### config.mk
export PLATFORM = sky130hd
export DESIGN_NAME = keyed_wdt
export DESIGN_NICKNAME = d
export VERILOG_FILES = /design/src/rtl/keyed_wdt.sv
export SDC_FILE = /design/constraint.sdc
export NUM_CORES = 1
export LEC_CHECK = 0
export ABC_AREA = 0
export CORE_MARGIN = 2
export CORE_UTILIZATION = 45
export DETAILED_ROUTE_END_ITERATION = 8
export GPL_TIMING_DRIVEN = 0
export PLACE_DENSITY_LB_ADDON = 0.2
export SYNTH_ARGS = -nofsm -noshare
export SYNTH_HDL_FRONTEND = slang
export SYNTH_SLANG_ARGS = --single-unit
### constraint.sdc
create_clock -name clk -period 3.6 [get_ports clk]
set_clock_uncertainty 0.2 [all_clocks]
set_input_delay 0.72 -clock clk [delete_from_list [all_inputs] [get_ports clk]]
set_output_delay 0.72 -clock clk [all_outputs]
set_load 0.01 [all_outputs]
### src/rtl/keyed_wdt.sv
module keyed_wdt #(
  parameter int          PEND_TICKS = 4,
  parameter logic [7:0]  REV_CODE   = 8'h31
) (
  input  logic        clk,
  input  logic        rst_n,
  input  logic        tick,
  input  logic        bus_sel,
  input  logic        bus_we,
  input  logic [2:0]  bus_addr,
  input  logic [31:0] bus_wdata,
  output logic [31:0] bus_rdata,
  output logic        rst_req
);
  localparam int PW = $clog2(PEND_TICKS + 1);
  localparam logic [2:0] A_REV = 3'd0, A_SYSC = 3'd1, A_PEND = 3'd2, A_CTRL = 3'd3,
                         A_CNT = 3'd4, A_LOAD = 3'd5, A_TRIG = 3'd6, A_KEY  = 3'd7;

  typedef enum logic [1:0] {K_IDLE, K_DIS, K_ARM} key_t;

  logic [31:0] cnt, load_q, last_trig;
  logic [3:0]  ctrl_q;
  logic        sysc_q, armed;
  logic [7:0]  pre_cnt;
  key_t        stage;
  logic [PW-1:0] pc [4];
  logic [3:0]  busy;
  logic [4:0]  pend;

  assign pend = {busy[3], busy[2], busy[1], 1'b0, busy[0]};

  wire wr      = bus_sel & bus_we;
  wire wr_ctrl = wr && bus_addr == A_CTRL && !pend[0];
  wire wr_load = wr && bus_addr == A_LOAD && !pend[2];
  wire wr_trig = wr && bus_addr == A_TRIG && !pend[3];
  wire wr_key  = wr && bus_addr == A_KEY  && !pend[4];
  wire [3:0] hit = {wr_key, wr_trig, wr_load, wr_ctrl};

  wire [2:0] ptv    = ctrl_q[2:0];
  wire       pre_on = ctrl_q[3];
  wire       step   = tick && (!pre_on || pre_cnt == ((8'd1 << ptv) - 8'd1));
  wire       ovf    = armed && step && (cnt == 32'hFFFF_FFFF);
  wire       reload = wr_trig && (bus_wdata != last_trig);

  genvar i;
  generate
    for (i = 0; i < 4; i++) begin : g_pend
      always_ff @(posedge clk or negedge rst_n) begin
        if (!rst_n)                  pc[i] <= '0;
        else if (hit[i])             pc[i] <= PW'(PEND_TICKS);
        else if (tick && pc[i] != 0) pc[i] <= pc[i] - 1'b1;
      end
      assign busy[i] = (pc[i] != 0);
    end
  endgenerate

  always_ff @(posedge clk or negedge rst_n) begin
    if (!rst_n) begin
      cnt       <= '0;
      load_q    <= '0;
      last_trig <= '0;
      ctrl_q    <= '0;
      sysc_q    <= 1'b0;
      armed     <= 1'b1;
      pre_cnt   <= '0;
      stage     <= K_IDLE;
      rst_req   <= 1'b0;
    end else begin
      rst_req <= ovf;
      if (tick) pre_cnt <= step ? 8'd0 : pre_cnt + 8'd1;

      if (reload || ovf)       cnt <= load_q;
      else if (armed && step)  cnt <= cnt + 32'd1;

      if (wr_ctrl) ctrl_q <= bus_wdata[5:2];
      if (wr && bus_addr == A_SYSC) sysc_q <= bus_wdata[0];
      if (wr_load) load_q <= bus_wdata;
      if (wr_trig) last_trig <= bus_wdata;

      if (wr_key) begin
        if (bus_wdata == 32'h0000_AAAA)      stage <= K_DIS;
        else if (bus_wdata == 32'h0000_BBBB) stage <= K_ARM;
        else begin
          stage <= K_IDLE;
          if (bus_wdata == 32'h0000_5555 && stage == K_DIS) armed <= 1'b0;
          if (bus_wdata == 32'h0000_4444 && stage == K_ARM) armed <= 1'b1;
        end
      end
    end
  end

  always_comb begin
    case (bus_addr)
      A_REV:   bus_rdata = {24'd0, REV_CODE};
      A_SYSC:  bus_rdata = {31'd0, sysc_q};
      A_PEND:  bus_rdata = {27'd0, pend};
      A_CTRL:  bus_rdata = {26'd0, ctrl_q, 2'b00};
      A_CNT:   bus_rdata = cnt;
      A_LOAD:  bus_rdata = load_q;
      A_TRIG:  bus_rdata = last_trig;
      default: bus_rdata = 32'd0;
    endcase
  end
endmodule

* Yosys cells after proc, flatten, opt, wreduce, memory -nomap -nowiden *
Index checks and enable logic that the tools add are counted.

word-level totals
  bits in registers = 125
  input bits = 40
  logic and storage cells = 94

operators by class
  add/sub/neg operators = 7
  equal/unequal tests = 16
  shifts and indexed selects = 1
  mux-type cells = 16
  bitwise logic cells = 3
  reduce and logical (&&, ||, !) cells = 38

operators by type and width
  cell                     number
  $pmux W32 S7             1
  $eq A32 B15 Y1 const B   2
  $eq A32 B16 Y1 const B   2
  $mux W32                 2
  $add A32 B1 Y32 const B  1
  $eq A32 B32 Y1 const B   1
  $ne A32 B32 Y1           1
  $mux W3                  8
  $logic_and A1 B1 Y1      19
  $eq A3 B3 Y1 const B     4
  $reduce_bool A2 Y1       6
  $reduce_bool A3 Y1       4
  $sub A3 B1 Y3 const B    4
  $add A8 B1 Y8 const B    1
  $eq A8 B8 Y1             1
  $mux W8                  1
  $shl A1 B3 Y8 const A    1
  $sub A8 B1 Y8 const B    1
  $eq A3 B2 Y1 const B     2
  $logic_not A1 Y1         5
  $mux W2                  2
  $reduce_and A4 Y1        1
  $eq A3 B1 Y1 const B     1
  $logic_not A3 Y1         1
  6 further kinds          9

* Depth between registers and ports, before layout *
Gate-level depths: netlist (run 1).

  word-level depth = 9
  depth in mapped cells = 10
  depth with buffers taken out = 8

* Worst setup path after synthesis (run 1) *
OpenSTA, ideal clock, no wires.

  path type = in2out
  start point = in bus_addr[0]
  end point = out bus_rdata[23]
  arrival = 1.967 ns
  required time = 2.680 ns
  slack = 0.713 ns
  cell stages on the path = 6
  path buffers = 2
  cell sequence = buf_1 > clkbuf_1 > mux2i_1 > nor2_1 > a21oi_1 > nor2b_1

on the way
  longest elaborated chain between the ends = 2

RTL lines
  element                                     line  RTL
  start: declaration                          10    input logic [2:0] bus_addr,
  $eq A3 B3 Y1, or another cell as far along  93    case (bus_addr)
  $pmux W32 S7 (*)                            93
  end: declaration                            12    output logic [31:0] bus_rdata,

Mark *: on every way between the ends. The rest lies on a longest branch, timed or not.

* Worst setup path in the final report (run 1) *
  start point = in bus_addr[2]
  end point = out bus_rdata[4]

Same word-level chain as after synthesis.

==> metrics.md, run 1 <==
| Metric | Value |
|---|---|
| DP HPWL | `17200 um` |
| DR iter-0 viols | `about 700` |
| Max H-tree Level | `4` |
| Global-route usage over all layers | `0.268` |
| DRT Pass-1 Iters | `5` |
| Die Wd | `133 um` |
| Vias per cell | `around 6` |
| Layout cells sized above 1 | `0.178` |
| Pin count of the biggest net entering global routing | `90` |
| Post-Syn Instances | `around 770` |
| Setup WS pre-CTS | `-0.802 ns` |
| Hold WC Path Type | `in2async` |
| Final hold viol count | `6` |
| Slew Limit Headroom | `0.414` |
| Top post-synthesis cells by area | `dfrtp_1, mux2_2, mux2i_1` |
| Synth Cell Area | `7520 um2` |
| Crit. End Element | `primary output` |
| Die Ht | `around 130 um` |
| Register area | `between 3000 and 4000 um2` |
| CTS resizes | `30` |
| Syn Area/Cell | `a little under 10 um2` |
| Kind of critical path | `in2out` |
| Sequential-to-total area share from yosys stat | `0.416` |
| Worst R2R Setup Slack | `roughly 0.35 ns` |
| Clock Tree Buf Depth | `2` |
| Vias in the first global route | `around 6500` |
| EDFF count, synth | `0` |
| DP Area | `around 8500 um2` |
| Post-synth top area share | `0.412` |
| Post-route insts no fill | `approximately 1100` |
| Worst R2R Start | `pc[3]` |
| Initial antenna violation count | `0` |
| Bufs and invs on worst path | `3` |
| Design Area, Final | `between 9000 and 10000 um2` |
| Initial cell density of the core | `0.457` |
| Critical path data required time | `between 2 and 3 ns` |
| Async S/R FF share, synth | `1.00` |
| Post-synth cell types | `between 70 and 80` |
| Crit-path max FO | `10` |
| Slowest-stage cell, CP | `clkdlybuf4s50_1` |
| Rows | `47` |
| Clock-pin slew on the worst setup and hold paths | `0.05 ns` |
| Clock Latency Late Sink | `between 0.4 and 0.5 ns` |
| Area Growth Syn to Fin | `23.1%` |
| Peak supply drop | `~0.37 mV` |
| Failing checks | `hold timing` |
| Antenna viol nets, final | `0` |
| Die Area | `about 18000 um2` |
| Final Slew Violations | `0` |
| Vias | `about 6600` |
| Post-CTS Setup Inserts | `0` |
| Worst setup margin | `~0.068 ns` |
| Slew @ Worst Pin | `0.874 ns` |
| Pleak | `around 0.0039 uW` |
| Fmax | `283 MHz` |
| Worst R2R End | `cnt[9]` |
| Hold buffers post-CTS | `0` |
| MaxCap Viol Count | `0` |
| DRC violations left | `0` |
| Core area | `about 16000 um2` |
| Slowest cell delay on critical path | `around 0.60 ns` |
| Yosys reg bits | `125` |
| FILL cells | `about 1400` |
| Most used standard cell by instance count after synthesis | `dfrtp_1` |
| Synth area leader | `dfrtp_1` |
| Multi-input gate area | `between 4000 and 5000 um2` |
| Final-stage net count | `between 900 and 1000` |
| Antenna Cells | `0` |
| Worst R2R Path Depth | `9` |
| CP cell instances | `clkdlybuf4s50_1, buf_6, nor2b_4, a22oi_1, o221ai_1, clkdlybuf4s50_1` |
| # IOs | `73` |
| Syn Nets | `between 800 and 900` |
| RePlAce Congestion | `around 0.89` |
| Port bufs | `between 70 and 80` |
| Most frequent cells after synthesis | `dfrtp_1, mux2_2, nor2_1, a21oi_1, nand2_1` |
| Final core utilization | `0.562` |
| CP top delay family | `buffers and inverters` |
| Post-route minimum period | `approximately 3.5 ns` |
| WL/cell | `21.3 um` |
| Sink Count | `between 100 and 150` |
| Root buffer cell | `clkbuf_16` |
| CTS tree | `done` |
| Pwr dens | `~660 nW/um2` |
| Outcome | `finished, violations left` |
| Ys Warns | `0` |
| CP most frequent cell | `clkdlybuf4s50_1` |
| Grt total ovfl | `0` |
| Clock buffer count from CTS | `17` |
| First-pass GRT wire length | `about 37000 um` |
| Worst hold margin | `-0.00479 ns` |
| Dpl cells | `1059` |
| Post-Route WL | `23300 um` |
| Unrepaired setup endpoints after global routing | `no` |
| Data arrival, critical path | `approximately 2.6 ns` |
| Final setup fails | `0` |
| Fin crit share | `0.981` |
| Synth Flop Type | `dfrtp_1` |
| CP startpoint kind | `input pin` |
[how the worst max path moves through the flow]
stage | startpoint | endpoint | slack (ns) | cells after the start
floorplan | bus_addr[0] | bus_rdata[23] | 0.71 | 6
global placement | rst_n | load_q[22] | -3.40 | 1
detailed placement | bus_addr[0] | bus_rdata[22] | -0.80 | 8
CTS | bus_addr[2] | bus_rdata[31] | 0.008 | 5
global route | bus_addr[2] | bus_rdata[5] | 0.02 | 6
finish | bus_addr[2] | bus_rdata[4] | 0.07 | 6
[through the flow]
step,setup TNS (ns),power (uW)
after CTS,0,6120
after detailed placement,-21.76,4340
final,0,6150
after global routing,0,6490
after global placement,-443.54,4250
after floorplan,0,3610
[where the power goes]
group / switching [uW] / internal [uW] / leakage (uW)
Clock: 618 / 1120 / 0.000303
Combinational: 947 / 964 / 0.00198
Sequential: 593 / 1900 / 0.00163
[layout make-up]
type,count,share of cell area
Inverter,25,0.0101
Clock inverter,7,0.00919
Timing Repair Buffer,72,0.0796
Multi-Input combinational cell,576,0.450
Clock buffer,25,0.0557
Buffer,41,0.0277
Tap cell,220,0.0297
Sequential cell,125,0.338
[routing by layer]
metal / vias up / track usage / part of all wire
met1: 3228 / 0.372 / 0.43
met3: 42 / 0.0479 / 0.079
li1: 2984 / - / -
met4: 0 / 0.113 / 0.029
met2: 325 / 0.414 / 0.46
met5: - / 0 / 0
[flip-flops by register name, summed over array words and instances, names as in the netlist]
| name | cells |
|---|---|
| ctrl_q | 4 |
| stage | 2 |
| pre_cnt | 8 |
| cnt | 32 |
| sysc_q | 1 |
| armed | 1 |
| rst_req | 1 |
| load_q | 32 |
| last_trig | 32 |
| pc | 12 |
[logic make-up (layout without fill, tap and decap cells)]
family | count (synthesis) | in the layout | synth area share
AOI/OAI and AO/OA | 148 | 148 | 0.136
and+or+nand+nor | 275 | 275 | 0.199
xor gates and xnor gates | 43 | 43 | 0.0501
DFF | 125 | 125 | 0.416
adders and majority gates | 10 | 10 | 0.0166
muxes | 100 | 100 | 0.144
buffers and inverters | 66 | 170 | 0.0383
[cell usage in the layout (no fill, tap or decap), types with 20 or more instances in the layout]
cell,synthesis,routed
mux2i_1,33,30
nor3_1,20,20
nand2_1,43,43
clkdlybuf4s50_1,0,68
xnor2_1,35,35
nor2_1,64,64
mux2_2,67,67
inv_1,24,24
dfrtp_1,124,124
nand4_1,21,21
nor2b_1,35,34
a21oi_1,43,43
o21ai_0,23,23
Power figures use the tool's default switching activity.
==> inputs of run 2 (changes only) <==
ABC_AREA = 1   (was 0)
clock period = 3 ns   (was 3.6 ns; I/O delays follow)
==> run 2 against run 1 <==
The flow now finishes without violations. Synthesized cell count up 41%. Clock-buffer cell count shrank 2. Largest cell class unchanged. Critical path type unchanged. Sequential cell count stayed put. Via count is 14% higher. Worst hold slack better by 0.30 ns. Total power grew 8.2%. Routed wire length increased by 1.6%. Sequential share of layout area fell by 0.69 points.
==> metrics.md, run 2 <==
| Metric | Value |
|---|---|
| DR iter-0 viols | `836 (+16%)` |
| Biggest regs | `cnt (32), last_trig (32), load_q (32)` |
| Total negative slack | `0 ns (unchanged)` |
| Most frequent cells after synthesis | `nand2_1, inv_1, dfrtp_1, nand3_1, o21ai_0` |
| CP cell instances | `clkdlybuf4s15_2, inv_2, nor3_4, inv_1, clkbuf_8, buf_4, o221ai_1, dlygate4sd2_1` |
| Die Area | `18100 um2 (+1.9%)` |
| Most common cell after layout, fill and taps aside | `nand2_1` |
| CP startpoint | `bus_addr[2]` |
| Synth area leader | `dfrtp_1` |
| Outcome | `finished, final reports clean` |
| Slowest-stage cell, CP | `dlygate4sd2_1` |
| Most used standard cell by instance count after synthesis | `nand2_1` |
| Crit. End Element | `primary output` |
| Kind of critical path | `in2out` |
| Clock buffer count from CTS | `17 (unchanged)` |
| Hold WC Path Type | `reg2reg` |
| Syn Nets | `1130 (+38%)` |
| Sink Count | `125 (unchanged)` |
| Final setup fails | `0 (unchanged)` |
| First-pass GRT wire length | `37500 um (+2.6%)` |
| Final Slew Violations | `0 (unchanged)` |
| Max H-tree Level | `4 (unchanged)` |
| Area Growth Syn to Fin | `23.3%` |
| Grt total ovfl | `0 (unchanged)` |
| CP top delay family | `buffers and inverters` |
| Antenna Cells | `0 (unchanged)` |
| Pwr dens | `703 nW/um2 (+5.9%)` |
| DRT Pass-1 Iters | `6 (+1)` |
| FILL cells | `1486 (+3.5%)` |
| Post-synth cell types | `37 (-51%)` |
| CP startpoint kind | `input pin` |
| Unrepaired setup endpoints after global routing | `yes` |
| Slew Limit Headroom | `0.565 (+0.151)` |
| Vias | `7519 (+14%)` |
| Rows | `47 (unchanged)` |
| Clock Tree Buf Depth | `2 (unchanged)` |
| Yosys reg bits | `125 (unchanged)` |
| Data arrival, critical path | `2.16 ns (-0.45 ns)` |
| CTS tree | `done` |
| Crit-path max FO | `10 (unchanged)` |
| Setup WS pre-CTS | `-1.43 ns (-0.627 ns)` |
| Global-route usage over all layers | `0.272 (+0.00380)` |
| Worst R2R Start | `cnt[0]` |
| Vias per cell | `5.34 (-11%)` |
| Multi-input gate area | `3890 um2 (-6.5%)` |
| Slowest cell delay on critical path | `0.30 ns (-0.30 ns)` |
| Initial cell density of the core | `0.461 (+0.00410)` |
| Register area | `3130 um2 (about the same)` |
| Post-route minimum period | `slightly below 3 ns` |
| Async S/R FF share, synth | `1.00 (unchanged)` |
| Worst R2R Setup Slack | `0.12 ns (-0.23 ns)` |
| Post-Syn Instances | `1080 (+41%)` |
| Hold endpoint | `pc[10]` |
| Antenna viol nets, final | `0 (unchanged)` |
| Synth Cell Area | `7670 um2 (+2.0%)` |
| Die Wd | `135 um (+0.96%)` |
| Sequential-to-total area share from yosys stat | `0.408 (-0.00807)` |
| Ys Warns | `0 (unchanged)` |
| Worst setup margin | `0.0383 ns (-0.0293 ns)` |
| DRC violations left | `0 (unchanged)` |
| Fin crit share | `0.987` |
| Hold path depth | `2` |
| Vias in the first global route | `6831 (+5.7%)` |
| Worst R2R Path Depth | `11 (+2)` |
| Core area | `16600 um2 (+1.1%)` |
| Hold_sp | `pc[10]` |
| # IOs | `73 (unchanged)` |
| Top post-synthesis cells by area | `dfrtp_1, nand2_1, inv_1` |
| DP HPWL | `18000 um (+5.1%)` |
| Pleak | `0.00455 uW (+16%)` |
| Pin count of the biggest net entering global routing | `94 (+4.4%)` |
| Peak supply drop | `0.440 mV (+18%)` |
| Synth Flop Type | `dfrtp_1` |
| Clock-pin slew on the worst setup and hold paths | `0.06 ns (about the same)` |
| Worst R2R End | `cnt[21]` |
| Syn Area/Cell | `7.10 um2 (-28%)` |
| EDFF count, synth | `0 (unchanged)` |
| Initial antenna violation count | `0 (unchanged)` |
| Clock Latency Late Sink | `0.42 ns (about the same)` |
| Post-Route WL | `23700 um (+1.6%)` |
| Port bufs | `70 (-1.4%)` |
| Layout cells sized above 1 | `0.0876 (-0.0903)` |
| Root buffer cell | `clkbuf_16` |
| Critical path data required time | `2.20 ns (-0.48 ns)` |
| Post-synth top area share | `0.404 (-0.00800)` |
| WL/cell | `16.8 um (-21%)` |
| Die Ht | `135 um (+0.96%)` |
| Commonest cells after routing, fill and taps aside | `nand2_1, inv_1, dfrtp_1` |
| Slew @ Worst Pin | `0.647 ns (-0.227 ns)` |
| Final-stage net count | `1227 (+35%)` |
| RePlAce Congestion | `1.00 (+12%)` |
| Final hold viol count | `0 (-6)` |
| MaxCap Viol Count | `0 (unchanged)` |
| Fmax | `between 300 and 400 MHz` |
| Bufs and invs on worst path | `6 (+3)` |
-- run 2: worst register-to-register path: cells and delay by family, from the launching register on --
| family | cells | cell delay, ns |
|---|---|---|
| AND/OR/NAND/NOR | 9 | 1.66 |
| flip-flops | 1 | 0.45 |
| adder cells (fa/ha/maj) | 1 | 0.26 |
| buffers and inverters | 1 | 0.20 |
-- run 2: cells by family (layout without fill, tap and decap cells) --
| logic type | count (synthesis) | count (layout) | synth area share |
|---|---|---|---|
| and+or+nand+nor | 565 | 565 | 0.312 |
| buffers and inverters | 195 | 302 | 0.0998 |
| AOI/OAI and AO/OA | 133 | 133 | 0.105 |
| DFF | 125 | 125 | 0.408 |
| xor gates and xnor gates | 52 | 52 | 0.0594 |
| adders and majority gates | 10 | 10 | 0.0163 |
-- run 2: worst max path at each step --
stage | slack [ns] | cells after the start | end
floorplan | 0.47 | 6 | bus_rdata[13]
global placement | -4.00 | 1 | cnt[26]
detailed placement | -1.43 | 8 | bus_rdata[13]
CTS | 0.0003 | 7 | bus_rdata[26]
global route | -0.02 | 11 | cnt[21]
finish | 0.04 | 8 | bus_rdata[22]
-- run 2: stage by stage --
stage	std cells	total power, uW	util	hold WS (ns)	area, um2
floorplan	1080	3850	-	0.104	7670
global placement	1370	4540	0.520	0.273	8650
detailed placement	1371	4590	0.521	0.282	8680
CTS	1406	6640	0.566	0.294	9410
global route	1407	7060	0.568	0.309	9460
finish	1407	6650	0.568	0.291	9460
-- run 2: metal layers --
metal  vias up  wire length (um)  track usage  share of wire
met2       281             10500        0.407           0.44
met3        42              1560       0.0522          0.066
met1      3520             11100        0.396           0.47
met4         0               556       0.0906          0.023
li1       3676                 -            -              -
met5         -                 0            0              0
-- run 2: power by group --
group	internal, uW	leakage, uW	switching (uW)
clock network	1290	0.000281	746
registers	2260	0.00152	395
logic	757	0.00276	1200
total	4320	0.00455	2340
-- run 2: final cells by class --
class / instances / area share
Buffer: 38 / 0.0233
Multi-Input combinational cell: 760 / 0.412
Clock inverter: 6 / 0.00913
Clock buffer: 23 / 0.0516
Inverter: 157 / 0.0626
Tap cell: 220 / 0.0291
Sequential cell: 125 / 0.331
Timing Repair Buffer: 78 / 0.0815
-- run 2: repair_timing --
| action | in CTS | in global routing |
|---|---|---|
| hold buffers | 1 | 0 |
| buffers inserted | 5 | 1 |
| endpoints found under the setup margin | 33 | 46 |
| pin swaps | 4 | 1 |
| endpoints found under the hold margin | 32 | 0 |
| resized for setup | 68 | 21 |
==> inputs of run 3 (changes only) <==
CTS_CLUSTER_SIZE = 25   (was not set)
==> results of run 3 <==
Same layout as run 2: the final DEF is identical, and so are final timing and power.
